`config.mk`:
```
export PLATFORM = sky130hd
export DESIGN_NAME = fp_minmax_unit
export DESIGN_NICKNAME = d
export VERILOG_FILES = /design/src/rtl/fmm_pkg.sv /design/src/rtl/fmm_classify.sv /design/src/rtl/fmm_nan_pick.sv /design/src/rtl/fmm_order.sv /design/src/rtl/fmm_lane.sv /design/src/rtl/fp_minmax_unit.sv
export SDC_FILE = /design/constraint.sdc
export NUM_CORES = 1
export LEC_CHECK = 0
export BUFFER_PORTS_ARGS = -buffer_cell sky130_fd_sc_hd__buf_2
export CELL_PAD_IN_SITES_DETAIL_PLACEMENT = 0
export CELL_PAD_IN_SITES_GLOBAL_PLACEMENT = 1
export CORE_ASPECT_RATIO = 0.5
export CORE_UTILIZATION = 37
export DETAILED_ROUTE_END_ITERATION = 10
export PLACE_DENSITY = 0.91
export REMOVE_ABC_BUFFERS = 1
export SETUP_SLACK_MARGIN = 0.2
export SYNTH_ARGS = -nofsm -noshare
export SYNTH_HDL_FRONTEND = slang
export SYNTH_SLANG_ARGS = --single-unit
export TNS_END_PERCENT = 100
```
`constraint.sdc`:
```
create_clock -name vclk -period 6.6
set_input_delay 0.33 -clock vclk [all_inputs]
set_output_delay 0.33 -clock vclk [all_outputs]
set_load 0.02 [all_outputs]
```
`src/rtl/fmm_pkg.sv`:
```
package fmm_pkg;

   // Function code: bit 0 selects the smaller value, bit 1 the number-preferring form
   typedef enum logic [1:0] {
      FMM_MAX    = 2'b00,
      FMM_MIN    = 2'b01,
      FMM_MAXNUM = 2'b10,
      FMM_MINNUM = 2'b11
   } fmm_func_e;

   typedef struct packed {
      logic sign;
      logic zero;
      logic inf;
      logic qnan;
      logic snan;
   } fmm_cls_t;

   function automatic logic fmm_wants_min(input logic [1:0] f);
      return f[0];
   endfunction

   function automatic logic fmm_prefers_num(input logic [1:0] f);
      return f[1];
   endfunction

endpackage

```
`src/rtl/fmm_classify.sv`:
```
module fmm_classify
   import fmm_pkg::*;
#(
   parameter int EXP_W  = 8,
   parameter int FRAC_W = 23
) (
   input  logic [EXP_W+FRAC_W:0] val,
   output fmm_cls_t              cls
);
   localparam int W = 1 + EXP_W + FRAC_W;

   logic exp_ones;
   logic exp_zero;
   logic frac_nz;
   logic frac_top;

   if (EXP_W < 2 || FRAC_W < 2) begin : g_bad_fmt
      $error("fmm_classify: format too narrow");
   end

   always_comb begin
      exp_ones = &val[W-2:FRAC_W];
      exp_zero = ~|val[W-2:FRAC_W];
      frac_nz  = |val[FRAC_W-1:0];
      frac_top = val[FRAC_W-1];
      cls.sign = val[W-1];
      cls.zero = exp_zero & ~frac_nz;
      cls.inf  = exp_ones & ~frac_nz;
      cls.qnan = exp_ones & frac_nz & frac_top;
      cls.snan = exp_ones & frac_nz & ~frac_top;
   end

endmodule

```
`src/rtl/fmm_nan_pick.sv`:
```
module fmm_nan_pick
   import fmm_pkg::*;
#(
   parameter int EXP_W  = 8,
   parameter int FRAC_W = 23
) (
   input  logic [EXP_W+FRAC_W:0] a,
   input  logic [EXP_W+FRAC_W:0] b,
   input  fmm_cls_t              ca,
   input  fmm_cls_t              cb,
   output logic                  nan_hit,
   output logic [EXP_W+FRAC_W:0] nan_val
);
   localparam int W    = 1 + EXP_W + FRAC_W;
   localparam int QBIT = FRAC_W - 1;
   localparam logic [W-1:0] QMASK = {{(W-1){1'b0}}, 1'b1} << QBIT;

   // Fixed order: signalling A, signalling B, quiet A, quiet B
   always_comb begin
      nan_hit = 1'b1;
      if (ca.snan)      nan_val = a | QMASK;
      else if (cb.snan) nan_val = b | QMASK;
      else if (ca.qnan) nan_val = a;
      else if (cb.qnan) nan_val = b;
      else begin
         nan_hit = 1'b0;
         nan_val = '0;
      end
   end

endmodule

```
`src/rtl/fmm_order.sv`:
```
module fmm_order
   import fmm_pkg::*;
#(
   parameter int EXP_W  = 8,
   parameter int FRAC_W = 23
) (
   input  logic [EXP_W+FRAC_W:0] a,
   input  logic [EXP_W+FRAC_W:0] b,
   input  fmm_cls_t              ca,
   input  fmm_cls_t              cb,
   input  logic                  pick_min,
   output logic [EXP_W+FRAC_W:0] chosen
);
   localparam int W = 1 + EXP_W + FRAC_W;

   logic [W-2:0] mag_a;
   logic [W-2:0] mag_b;
   logic         a_above;
   logic         zero_sign;

   always_comb begin
      mag_a = a[W-2:0];
      mag_b = b[W-2:0];
      // Sign-magnitude ordering; both-negative reverses the magnitude compare
      if (ca.sign != cb.sign)  a_above = ~ca.sign;
      else if (!ca.sign)       a_above = (mag_a > mag_b);
      else                     a_above = (mag_a < mag_b);

      zero_sign = pick_min ? (ca.sign | cb.sign) : (ca.sign & cb.sign);

      if (ca.zero && cb.zero)  chosen = {zero_sign, {(W-1){1'b0}}};
      else if (pick_min)       chosen = a_above ? b : a;
      else                     chosen = a_above ? a : b;
   end

   // p_zero_result_r5 / r6: two zeros in give a zero out
   always_comb begin
      if (ca.zero && cb.zero) begin
         p_zero_result_r6: assert (chosen[W-2:0] == '0)
            else $error("two zeros produced a nonzero magnitude");
      end
   end

endmodule

```
`src/rtl/fmm_lane.sv`:
```
module fmm_lane
   import fmm_pkg::*;
#(
   parameter int EXP_W  = 8,
   parameter int FRAC_W = 23
) (
   input  logic [1:0]            func,
   input  logic [EXP_W+FRAC_W:0] a,
   input  logic [EXP_W+FRAC_W:0] b,
   output logic [EXP_W+FRAC_W:0] y,
   output logic                  sig_nan
);
   localparam int W = 1 + EXP_W + FRAC_W;

   fmm_cls_t     raw_ca, raw_cb;
   fmm_cls_t     sub_ca, sub_cb;
   logic [W-1:0] sub_a, sub_b;
   logic [W-1:0] loser_inf;
   fmm_cls_t     loser_cls;
   logic         lone_a, lone_b;
   logic         nan_hit;
   logic [W-1:0] nan_val;
   logic [W-1:0] ord_val;

   fmm_classify #(.EXP_W(EXP_W), .FRAC_W(FRAC_W)) u_cls_a (.val(a), .cls(raw_ca));
   fmm_classify #(.EXP_W(EXP_W), .FRAC_W(FRAC_W)) u_cls_b (.val(b), .cls(raw_cb));

   // Number-preferring forms: a lone quiet NaN becomes the infinity that always loses
   always_comb begin
      lone_a    = fmm_prefers_num(func) & raw_ca.qnan & ~raw_cb.qnan;
      lone_b    = fmm_prefers_num(func) & raw_cb.qnan & ~raw_ca.qnan;
      loser_inf = {~fmm_wants_min(func), {EXP_W{1'b1}}, {FRAC_W{1'b0}}};
      loser_cls = '{sign: ~fmm_wants_min(func), zero: 1'b0, inf: 1'b1,
                    qnan: 1'b0, snan: 1'b0};
      sub_a     = lone_a ? loser_inf : a;
      sub_b     = lone_b ? loser_inf : b;
      sub_ca    = lone_a ? loser_cls : raw_ca;
      sub_cb    = lone_b ? loser_cls : raw_cb;
   end

   fmm_nan_pick #(.EXP_W(EXP_W), .FRAC_W(FRAC_W)) u_nan (
      .a(sub_a), .b(sub_b), .ca(sub_ca), .cb(sub_cb),
      .nan_hit(nan_hit), .nan_val(nan_val)
   );

   fmm_order #(.EXP_W(EXP_W), .FRAC_W(FRAC_W)) u_ord (
      .a(sub_a), .b(sub_b), .ca(sub_ca), .cb(sub_cb),
      .pick_min(fmm_wants_min(func)), .chosen(ord_val)
   );

   always_comb begin
      y       = nan_hit ? nan_val : ord_val;
      sig_nan = raw_ca.snan | raw_cb.snan;
   end

   always_comb begin
      // a signalling input always leaves as a quiet NaN
      if (raw_ca.snan || raw_cb.snan) begin
         p_snan_quieted_r3: assert ((&y[W-2:FRAC_W]) && y[FRAC_W-1])
            else $error("signalling input did not yield a quiet NaN");
      end
      // two quiet NaNs return operand A untouched
      if (raw_ca.qnan && raw_cb.qnan) begin
         p_first_quiet_r4: assert (y == a)
            else $error("two quiet NaNs did not return operand A");
      end
      // ordinary pairs return one of the operands bit-exactly
      if (!raw_ca.qnan && !raw_ca.snan && !raw_cb.qnan && !raw_cb.snan
          && !(raw_ca.zero && raw_cb.zero)) begin
         p_pick_operand_r1: assert (y == a || y == b)
            else $error("ordinary pair returned a value that is neither operand");
      end
      // a lone quiet NaN under a number-preferring code never reaches the result
      if (fmm_prefers_num(func) && (raw_ca.qnan ^ raw_cb.qnan)
          && !raw_ca.snan && !raw_cb.snan) begin
         p_lone_qnan_dropped_r7: assert (y == (raw_ca.qnan ? b : a))
            else $error("lone quiet NaN was not treated as missing");
      end
   end

endmodule

```
`src/rtl/fp_minmax_unit.sv`:
```
module fp_minmax_unit
   import fmm_pkg::*;
#(
   parameter int NARROW_EXP  = 8,
   parameter int NARROW_FRAC = 23,
   parameter int WIDE_EXP    = 11,
   parameter int WIDE_FRAC   = 52
) (
   input  logic [1:0]                      func_sel,
   input  logic                            is_double,
   input  logic [WIDE_EXP+WIDE_FRAC:0]     opnd_a,
   input  logic [WIDE_EXP+WIDE_FRAC:0]     opnd_b,
   output logic [WIDE_EXP+WIDE_FRAC:0]     result,
   output logic                            invalid
);
   localparam int NW = 1 + NARROW_EXP + NARROW_FRAC;
   localparam int WW = 1 + WIDE_EXP + WIDE_FRAC;
   localparam int PAD_W = WW - NW;

   if (NW > WW) begin : g_bad_widths
      $error("fp_minmax_unit: narrow format wider than the port");
   end

   logic [NW-1:0] n_res;
   logic          n_inv;
   logic [WW-1:0] w_res;
   logic          w_inv;
   logic [WW-1:0] n_res_ext;

   fmm_lane #(.EXP_W(NARROW_EXP), .FRAC_W(NARROW_FRAC)) u_lane_n (
      .func(func_sel), .a(opnd_a[NW-1:0]), .b(opnd_b[NW-1:0]),
      .y(n_res), .sig_nan(n_inv)
   );

   fmm_lane #(.EXP_W(WIDE_EXP), .FRAC_W(WIDE_FRAC)) u_lane_w (
      .func(func_sel), .a(opnd_a), .b(opnd_b),
      .y(w_res), .sig_nan(w_inv)
   );

   if (PAD_W > 0) begin : g_pad
      assign n_res_ext = {{PAD_W{1'b0}}, n_res};
   end else begin : g_nopad
      assign n_res_ext = n_res;
   end

   always_comb begin
      result  = is_double ? w_res : n_res_ext;
      invalid = is_double ? w_inv : n_inv;
   end

   logic port_snan_a, port_snan_b;
   always_comb begin
      port_snan_a = is_double
         ? ((&opnd_a[WW-2:WIDE_FRAC]) && !opnd_a[WIDE_FRAC-1] && (|opnd_a[WIDE_FRAC-1:0]))
         : ((&opnd_a[NW-2:NARROW_FRAC]) && !opnd_a[NARROW_FRAC-1] && (|opnd_a[NARROW_FRAC-1:0]));
      port_snan_b = is_double
         ? ((&opnd_b[WW-2:WIDE_FRAC]) && !opnd_b[WIDE_FRAC-1] && (|opnd_b[WIDE_FRAC-1:0]))
         : ((&opnd_b[NW-2:NARROW_FRAC]) && !opnd_b[NARROW_FRAC-1] && (|opnd_b[NARROW_FRAC-1:0]));
      // invalid follows the signalling inputs of the selected format
      p_invalid_match_r10: assert (invalid == (port_snan_a || port_snan_b))
         else $error("invalid disagrees with the operand encodings");
      // narrow results leave the upper bits clear
      if (!is_double && PAD_W > 0) begin
         p_upper_clear_r9: assert (result[WW-1:NW] == '0)
            else $error("upper result bits set in narrow mode");
      end
   end

endmodule

```
==> metrics.txt <==
pin count of the biggest net entering global routing=65; Post-DRT Antenna Nets=0; WS Path Type=in -> out; Diodes inserted=0; setup_tns=0 ps; hpwl dp=19,400 um; first drt pass iteration count=7; slew of the pin with the lowest slew margin=1120 ps; crit path DAT=5690 ps; vias in the first global route=7,517; Tot GR Track Use=27.9%; slowest CP cell=or3_1; core box area=0.0164 mm^2; Hold Path End=result[14]; footprint of the multi-input gates=0.00578 mm^2; final hold vios=0; Remaining Overflow, GRT=0; hold depth=4; YS warnings=0; fmax=166 MHz; WL/cell=18.4 um; status=complete, no violations; Final period util=91.2%; Cell Area, Synth=0.00622 mm^2; Hold Worst Slack=1050 ps; initial antenna violation count=0; first-pass GRT wire length=39,500 um; I/O Pins=196; Buf/Inv on CP=2; Register Area=0 um^2; placed cell count=1,341; Final WS setup=583 ps; Slew Viols, Final=0; cell chain of the critical path=buf_2 > nor4_1 > nand4_1 > or3_1 > o21ai_4 > a211o_4 > nand2_1 > ha_1 > nand4_1 > nor4_1 > nand4_1 > nor3_1 > o21ai_0 > a22o_1 > nand2_4 > a21o_4 > nand2_1 > a32oi_1 > buf_2; Die Y=93.7 um; Post-Syn Area per Cell=6.44 um^2; routed wire length=24,600 um; die footprint=0.0174 mm^2; P&R area growth vs syn=19.8%; Vias=8,223; relative slew slack=25.5%; FP Rows=33; Critical Path Source=opnd_b[4]; minimum clock period=6020 ps; initial cell density of the core=37.9%; worst stage delay on the critical path=560 ps; cts hold-fix bufs=0; VDD IR max=0.0365 mV; Critical Path RT=6270 ps; final count of negative-setup-slack endpoints=0; drt drc=0; Leak=3.48 nW; max-cap violation count=0; non-filler instance count after layout=1,341; Initial DRC Count=672; Setup crit start kind=input port; IO Port Bufs=196; clkbuf count=0; Crit. End Element=output port; sequential cell count=0; Hold Path Class=in -> out; vias per inst=6.13; number of gates resized after cts=0; die width=185 um; sequential share of the synthesized area=0%; Worst path top cell family by delay=simple AND/OR/NAND/NOR gates; Layout fillers=1,775; Most common cell on crit path=nand4_1; gpl congestion=0.955; share of layout cells above drive strength 1=23.8%; setup bufs post-CTS=0; Placement Setup Slack=295 ps; RSZ-0062 raised after global routing=no; HP Start=opnd_a[14]; CP Max Fanout=30; PD cells=81.7 mW/mm^2; Final #Nets=1,345; Cells after Synth=966; unique cell type count in the Yosys netlist=67
## cell usage in the layout, fill, tap and decap left out, types with 33 or more instances in the layout
master	Yosys	final
a21oi_1	62	61
a22oi_1	38	38
and2_1	82	82
buf_2	13	196
ha_1	98	98
inv_1	34	34
nand2_1	154	154
nor2_1	55	54
nor4_1	33	33
o21ai_0	72	72
## cells in the mapped netlist, types with 10 or more instances
cell / instances / share of area [%]
nor3_1: 10 / 0.80
o21ai_0: 72 / 5.8
ha_1: 98 / 20
inv_1: 34 / 2.1
nand2b_1: 10 / 1.0
nand4_1: 29 / 2.9
clkbuf_1: 59 / 3.6
a21oi_1: 62 / 5.0
and2_1: 82 / 8.2
o2bb2ai_1: 11 / 1.5
nand3_1: 13 / 1.0
a221oi_1: 14 / 2.0
a211oi_1: 28 / 3.4
nor4_1: 33 / 3.3
nand2_1: 154 / 9.3
o22ai_1: 12 / 1.2
nor2_1: 55 / 3.3
buf_2: 13 / 1.0
a22oi_1: 38 / 4.6
a32oi_1: 14 / 2.0
## layout make-up
| class | count | share of cell area (%) |
|---|---|---|
| Timing Repair Buffer | 227 | 16.9 |
| Inverter | 35 | 1.76 |
| Multi-Input combinational cell | 852 | 77.6 |
| Tap cell | 227 | 3.81 |
## report_power, final
group	internal, mW	switching (mW)	leakage (nW)
clock network	0	0	0
logic	0.233	0.375	3.48
registers	0	0	0
## through the flow
stage	power, mW	util, %	cell area, um^2
floorplan	0.362	-	5870
global placement	0.590	45.3	7430
detailed placement	0.598	45.3	7430
CTS	0.601	45.3	7430
global route	0.674	45.4	7450
finish	0.608	45.4	7450
## cells by family (layout without fill, tap and decap cells)
kind of cell               count (synthesis)  in the layout  share of synthesized area, %
adders and majority gates                 98             98                          19.7
muxes                                      4              4                         0.865
buffers and inverters                    114            262                          7.71
AOI/OAI and AO/OA                        329            329                          37.2
xor gates and xnor gates                   1              1                         0.141
and+or+nand+nor                          420            420                          34.4
## metal layers
layer | up-vias | GRT usage, % | wire length (um)
li1 | 3946 | - | -
met1 | 3861 | 40.1 | 11500
met2 | 393 | 46.6 | 10900
met3 | 23 | 2.29 | 2010
met4 | 0 | 2.62 | 199
met5 | - | 0 | 0
## worst max path at each step
| stage | cells past startpoint | endpoint | slack [ps] |
|---|---|---|---|
| 2_1_floorplan | 16 | result[15] | 280 |
| 3_3_place_gp | 21 | result[20] | 370 |
| 3_5_place_dp | 20 | result[20] | 300 |
| 4_1_cts | 20 | result[20] | 240 |
| 5_1_grt | 20 | result[20] | 200 |
| 6_report | 19 | result[20] | 580 |
Power figures use the tool's default switching activity.
